==> src/rtl/wpf_pkg.sv <==
package wpf_pkg;
  typedef enum logic [1:0] {
    MODE_NORMAL = 2'd0,
    MODE_WLOCK  = 2'd1,
    MODE_PROG   = 2'd2,
    MODE_FORBID = 2'd3
  } zone_mode_e;
endpackage

==> src/rtl/wpf_zone_sel.sv <==
module wpf_zone_sel
  import wpf_pkg::*;
#(
  parameter int NUM_ZONES  = 4,
  parameter int ZONE_BYTES = 32,
  localparam int ZOFF_W = $clog2(ZONE_BYTES),
  localparam int ZSEL_W = $clog2(NUM_ZONES),
  localparam int ADDR_W = ZOFF_W + ZSEL_W
) (
  input  logic [ADDR_W-1:0]      addr_i,
  input  logic [2*NUM_ZONES-1:0] modes_i,
  output zone_mode_e             mode_o
);
  zone_mode_e zone_modes [NUM_ZONES];

  for (genvar z = 0; z < NUM_ZONES; z++) begin : g_unpack
    assign zone_modes[z] = zone_mode_e'(modes_i[2*z +: 2]);
  end

  logic [ZSEL_W-1:0] zone_idx;
  assign zone_idx = addr_i[ZOFF_W +: ZSEL_W];
  assign mode_o   = zone_modes[zone_idx];
endmodule

==> src/rtl/wpf_lock_eval.sv <==
module wpf_lock_eval #(
  parameter int PAGE_BYTES = 8,
  localparam int PO_W = $clog2(PAGE_BYTES)
) (
  input  logic [PO_W-1:0]       offset_i,
  input  logic [PAGE_BYTES-1:0] lock_i,
  output logic                  unlocked_o,
  output logic                  is_lock_byte_o
);
  // bit k guards page offset k; bit 0 guards the mask byte itself
  assign unlocked_o     = lock_i[offset_i];
  assign is_lock_byte_o = (offset_i == '0);
endmodule

==> src/rtl/zone_write_filter.sv <==
module zone_write_filter
  import wpf_pkg::*;
#(
  parameter int NUM_ZONES  = 4,
  parameter int ZONE_BYTES = 32,
  parameter int PAGE_BYTES = 8,
  parameter int LEN_W      = 5,
  localparam int ADDR_W = $clog2(ZONE_BYTES) + $clog2(NUM_ZONES),
  localparam int PO_W   = $clog2(PAGE_BYTES)
) (
  input  logic                   clk_i,
  input  logic                   rst_ni,
  input  logic                   req_i,
  input  logic [ADDR_W-1:0]      addr_i,
  input  logic [7:0]             wdata_i,
  input  logic [7:0]             old_i,
  input  logic [7:0]             lock_i,
  input  logic [LEN_W-1:0]       len_i,
  input  logic [2*NUM_ZONES-1:0] zone_mode_i,
  output logic                   done_o,
  output logic                   permit_o,
  output logic [7:0]             store_o,
  output logic [LEN_W-1:0]       len_o,
  output logic                   err_o
);
  zone_mode_e mode_d, mode_q;
  logic       unlocked, is_lock_byte;

  wpf_zone_sel #(.NUM_ZONES(NUM_ZONES), .ZONE_BYTES(ZONE_BYTES)) u_zone_sel (
    .addr_i (addr_i),
    .modes_i(zone_mode_i),
    .mode_o (mode_d)
  );

  wpf_lock_eval #(.PAGE_BYTES(PAGE_BYTES)) u_lock_eval (
    .offset_i      (addr_i[PO_W-1:0]),
    .lock_i        (lock_i[PAGE_BYTES-1:0]),
    .unlocked_o    (unlocked),
    .is_lock_byte_o(is_lock_byte)
  );

  logic             permit_d;
  logic [7:0]       store_d;
  logic [LEN_W-1:0] len_d;

  always_comb begin
    permit_d = 1'b1;
    store_d  = wdata_i;
    len_d    = len_i;
    unique case (mode_d)
      MODE_NORMAL: ;
      MODE_WLOCK: begin
        permit_d = unlocked;
        store_d  = is_lock_byte ? (old_i & wdata_i) : wdata_i;
        len_d    = (len_i != '0) ? LEN_W'(1) : '0;
      end
      MODE_PROG:   store_d  = old_i & wdata_i;
      MODE_FORBID: permit_d = 1'b0;
      default:     permit_d = 1'b0;
    endcase
    if (!permit_d) begin
      store_d = old_i;
      len_d   = '0;
    end
  end

  always_ff @(posedge clk_i or negedge rst_ni) begin
    if (!rst_ni) begin
      done_o   <= 1'b0;
      permit_o <= 1'b0;
      store_o  <= '0;
      len_o    <= '0;
      err_o    <= 1'b0;
      mode_q   <= MODE_NORMAL;
    end else begin
      done_o <= req_i;
      err_o  <= req_i & ~permit_d;
      if (req_i) begin
        permit_o <= permit_d;
        store_o  <= store_d;
        len_o    <= len_d;
        mode_q   <= mode_d;
      end else begin
        permit_o <= 1'b0;
      end
    end
  end

  AST_ERR_IS_REFUSAL: assert property (@(posedge clk_i) disable iff (!rst_ni)
    err_o |-> (done_o && !permit_o && len_o == '0)) else $error("err without refusal");
  AST_REFUSE_KEEPS_OLD: assert property (@(posedge clk_i) disable iff (!rst_ni)
    (done_o && !permit_o) |-> (store_o == $past(old_i))) else $error("refusal altered data");
  AST_PROG_NO_SET: assert property (@(posedge clk_i) disable iff (!rst_ni)
    (done_o && mode_q == MODE_PROG) |-> ((store_o & ~$past(old_i)) == 8'h00)) else $error("bit set");
  AST_WLOCK_ONE_BYTE: assert property (@(posedge clk_i) disable iff (!rst_ni)
    (done_o && mode_q == MODE_WLOCK) |-> (len_o <= LEN_W'(1))) else $error("wlock len");
  AST_FORBID_DENY: assert property (@(posedge clk_i) disable iff (!rst_ni)
    (done_o && mode_q == MODE_FORBID) |-> (!permit_o && err_o)) else $error("forbid permitted");
  AST_IDLE_QUIET: assert property (@(posedge clk_i) disable iff (!rst_ni)
    !$past(req_i) |-> (!done_o && !err_o)) else $error("spurious result");
endmodule

==> config.mk <==
export PLATFORM = sky130hd
export DESIGN_NAME = zone_write_filter
export DESIGN_NICKNAME = d
export VERILOG_FILES = /design/src/rtl/wpf_pkg.sv /design/src/rtl/wpf_zone_sel.sv /design/src/rtl/wpf_lock_eval.sv /design/src/rtl/zone_write_filter.sv
export SDC_FILE = /design/constraint.sdc
export NUM_CORES = 1
export LEC_CHECK = 0
export CAP_MARGIN = 20
export CORE_MARGIN = 2
export CORE_UTILIZATION = 36
export CTS_CLUSTER_DIAMETER = 100
export CTS_CLUSTER_SIZE = 28
export DETAILED_ROUTE_END_ITERATION = 8
export PLACE_DENSITY = 0.9
export SKIP_CTS_REPAIR_TIMING = 1
export SLEW_MARGIN = 20
export SYNTH_ARGS = -nofsm -noshare
export SYNTH_HDL_FRONTEND = slang
export SYNTH_SLANG_ARGS = --single-unit
export TNS_END_PERCENT = 100
==> constraint.sdc <==
create_clock -name clk_i -period 0.8 [get_ports clk_i]
set_input_delay 0.16 -clock clk_i [delete_from_list [all_inputs] [get_ports clk_i]]
set_output_delay 0.16 -clock clk_i [all_outputs]
set_load 0.005 [all_outputs]
==> flow_summary.toml <==
[sta]
finalSetupViolCount = 31
skew_ps = 0
fin_crit_sh_pct = 190
slew_violations = 0
tightest_slew_ps = 523
final.min_clock_period_ps = 1520
fmax_ghz = 0.659
hold_violations = 0
slew_headroom_pct = 65.1
rsz0062_at_grt = "true"
fin_ws_ps = -717

[hold_path]
hold_path_class = "in2async"

[detailed_routing]
routed_wl_mm = 3.80
dr.pass1.iters = 4
wire_per_inst_um = 17.0
via_count = 1207
ant_nets = 0
drc = 0
drt-vias-per-instance = 5.39
drtIter0Drc = 24

[pwr]
p_int_mw = 1.93
p_sw_mw = 0.878
p_leak_nw = 0.988
power_frac_comb_pct = 45.5
p_seq_share_pct = 35.2
power.density_nw_per_um2 = 1450
swShare_pct = 31.2
clockPowerShare_pct = 19.4
peakVddDrop_mv = 1.14

[clocking]
cts_root_buffer = "clkbuf_4"
cts_buffer_depth = 2
h-tree-depth = 1
clkTransAtPathRegs_ps = 100
cts_tree = "built"
cts_buffers = 3
worst_skew_pair.late_latency_ps = 280
clock_sinks = 16

[final_layout]
nNetsFinal = 243
area_growth_pct = 95.7
num_antenna_cells = 0
mostFrequentLayoutCells = "clkdlybuf4s50_1, clkbuf_2, buf_4, inv_1, dfrtp_1"
mostFrequentLayoutCell = "clkdlybuf4s50_1"
final_layout_size_suffix_gt1_share_pct = 40.4
post-route-util_pct = 72.0

[yosys]
synth_cell_type_count = 23
netlist_instances = 105
ys_seq_area_share_pct = 40.5
postSynthAreaPerCell_um2 = 9.41
syn_area_um2 = 988
synth-seq-cells = 16
synth_nets = 154
ys_warn_count = 0

[placed_design]
gp_congestion = 0.770
dp_hpwl_mm = 2.45
io_buffers = 60
place_ws_ps = -1480

[critical_path]
crit_path_max_fanout = 5
required_ps = 960
crit_type = "in2reg"
worstPathCellList = "buf_8 -> mux4_2 -> ha_4 -> o31a_1 -> buf_4 -> a31oi_4 -> o22ai_1"
crit_slowest_cell = "mux4_2"
crit_arrival_ps = 1670
cp-start-kind = "input port"
slowest_delay_ps = 540
cp-end-kind = "register"

[global_route]
grt_antenna_before_repair = 0
grt_max_degree = 17
overflow = 0
first_global_vias = 1131
grt_pass1_wl_mm = 4.86
grt_use_total_pct = 18.9

[die]
start_util_pct = 36.8
die_w_um = 56.4
die_h_um = 56.4
io_pins = 63
num_rows = 19
dieArea_um2 = 3180
core_area_um2 = 2690

[run]
drv_cap = 0

[status]
status = "finished, violations left"
violations = "setup timing"
-- final timing paths --
kind,from,to,slack (ps),cells past startpoint
hold / removal,rst_ni,store_o[5],200,2
max in group asynchronous,rst_ni,store_o[6],480,2
setup / recovery,addr_i[5],len_o[0],-720,7
setup reg to reg,store_o[2],store_o[2],-120,4
hold reg to reg,store_o[7],store_o[7],540,2
min in group clk_i,req_i,done_o,270,2
-- worst max-delay path: cells and delay by family --
kind / cells / cell delay [ps]
multiplexers: 1 / 540
adder cells (fa/ha/maj): 1 / 190
buffers and inverters: 2 / 250
AO/OA/AOI/OAI: 3 / 540
-- layer usage --
layer / vias up / wire length, um / GRT usage (%)
met5: - / 0 / 0
met4: 0 / 45 / 5.10
met3: 6 / 330 / 4.38
met2: 77 / 1910 / 33.3
met1: 573 / 1520 / 23.2
li1: 551 / - / -
-- logic make-up (layout without fill, tap and decap cells) --
kind of cell | after synthesis | after routing | share of synthesized area [%]
simple gates | 33 | 33 | 18.6
compound gates | 27 | 28 | 20.3
buf+inv | 22 | 109 | 9.11
flops | 16 | 16 | 40.5
mux | 5 | 5 | 8.99
fa+ha+maj | 2 | 2 | 2.53
-- cells in the mapped netlist --
cell type / instances / area share (%)
or4_1: 1 / 0.76
a31oi_4: 1 / 2.2
o21a_1: 1 / 0.76
mux2i_1: 1 / 1.0
o31a_1: 1 / 0.89
inv_1: 18 / 6.8
o22ai_1: 5 / 3.2
nand2b_1: 9 / 5.7
o221ai_1: 8 / 7.1
clkbuf_1: 3 / 1.1
mux4_2: 3 / 6.8
o21ai_0: 8 / 4.1
nand2_1: 13 / 4.9
a21oi_1: 1 / 0.51
mux2_2: 1 / 1.1
nor2b_1: 1 / 0.63
a31o_1: 1 / 0.89
nand3b_1: 8 / 6.1
dfrtp_1: 16 / 41
buf_6: 1 / 1.1
ha_1: 2 / 2.5
o31ai_1: 1 / 0.76
nand3_1: 1 / 0.51
-- through the flow --
step	std cells	setup TNS, ps	area [um2]	hold WS [ps]	power [mW]
floorplan	105	-8970	1020	-136	1.43
finish	224	-10550	1930	201	2.81
global route	224	-11430	1930	198	2.95
global placement	207	-21230	1760	486	2.07
CTS	211	-22680	1790	217	2.63
detailed placement	207	-22240	1760	498	2.11
-- power groups by stage --
stage / Sequential [mW] / Combinational (mW) / Clock, mW
2_1_floorplan: 1.01 / 0.418 / 0
3_3_place_gp: 1.00 / 1.07 / 0
3_5_place_dp: 1.00 / 1.11 / 0
4_1_cts: 0.987 / 1.11 / 0.530
5_1_grt: 1.00 / 1.36 / 0.584
6_report: 0.989 / 1.28 / 0.545
-- cell type report --
| type | count | area [um2] |
|---|---|---|
| Tap cell | 31 | 38.8 |
| Timing Repair Buffer | 87 | 759 |
| Clock buffer | 4 | 36.3 |
| Multi-Input combinational cell | 68 | 632 |
| Sequential cell | 16 | 400 |
| Inverter | 18 | 67.6 |
| Fill cell | 179 | 752 |
-- registers in the layout, indices dropped and copies added, names as in the netlist --
name and flops:
permit_o 1, len_o 5, err_o 1, done_o 1, store_o 8
No activity file was read; power rests on OpenSTA's default activity.
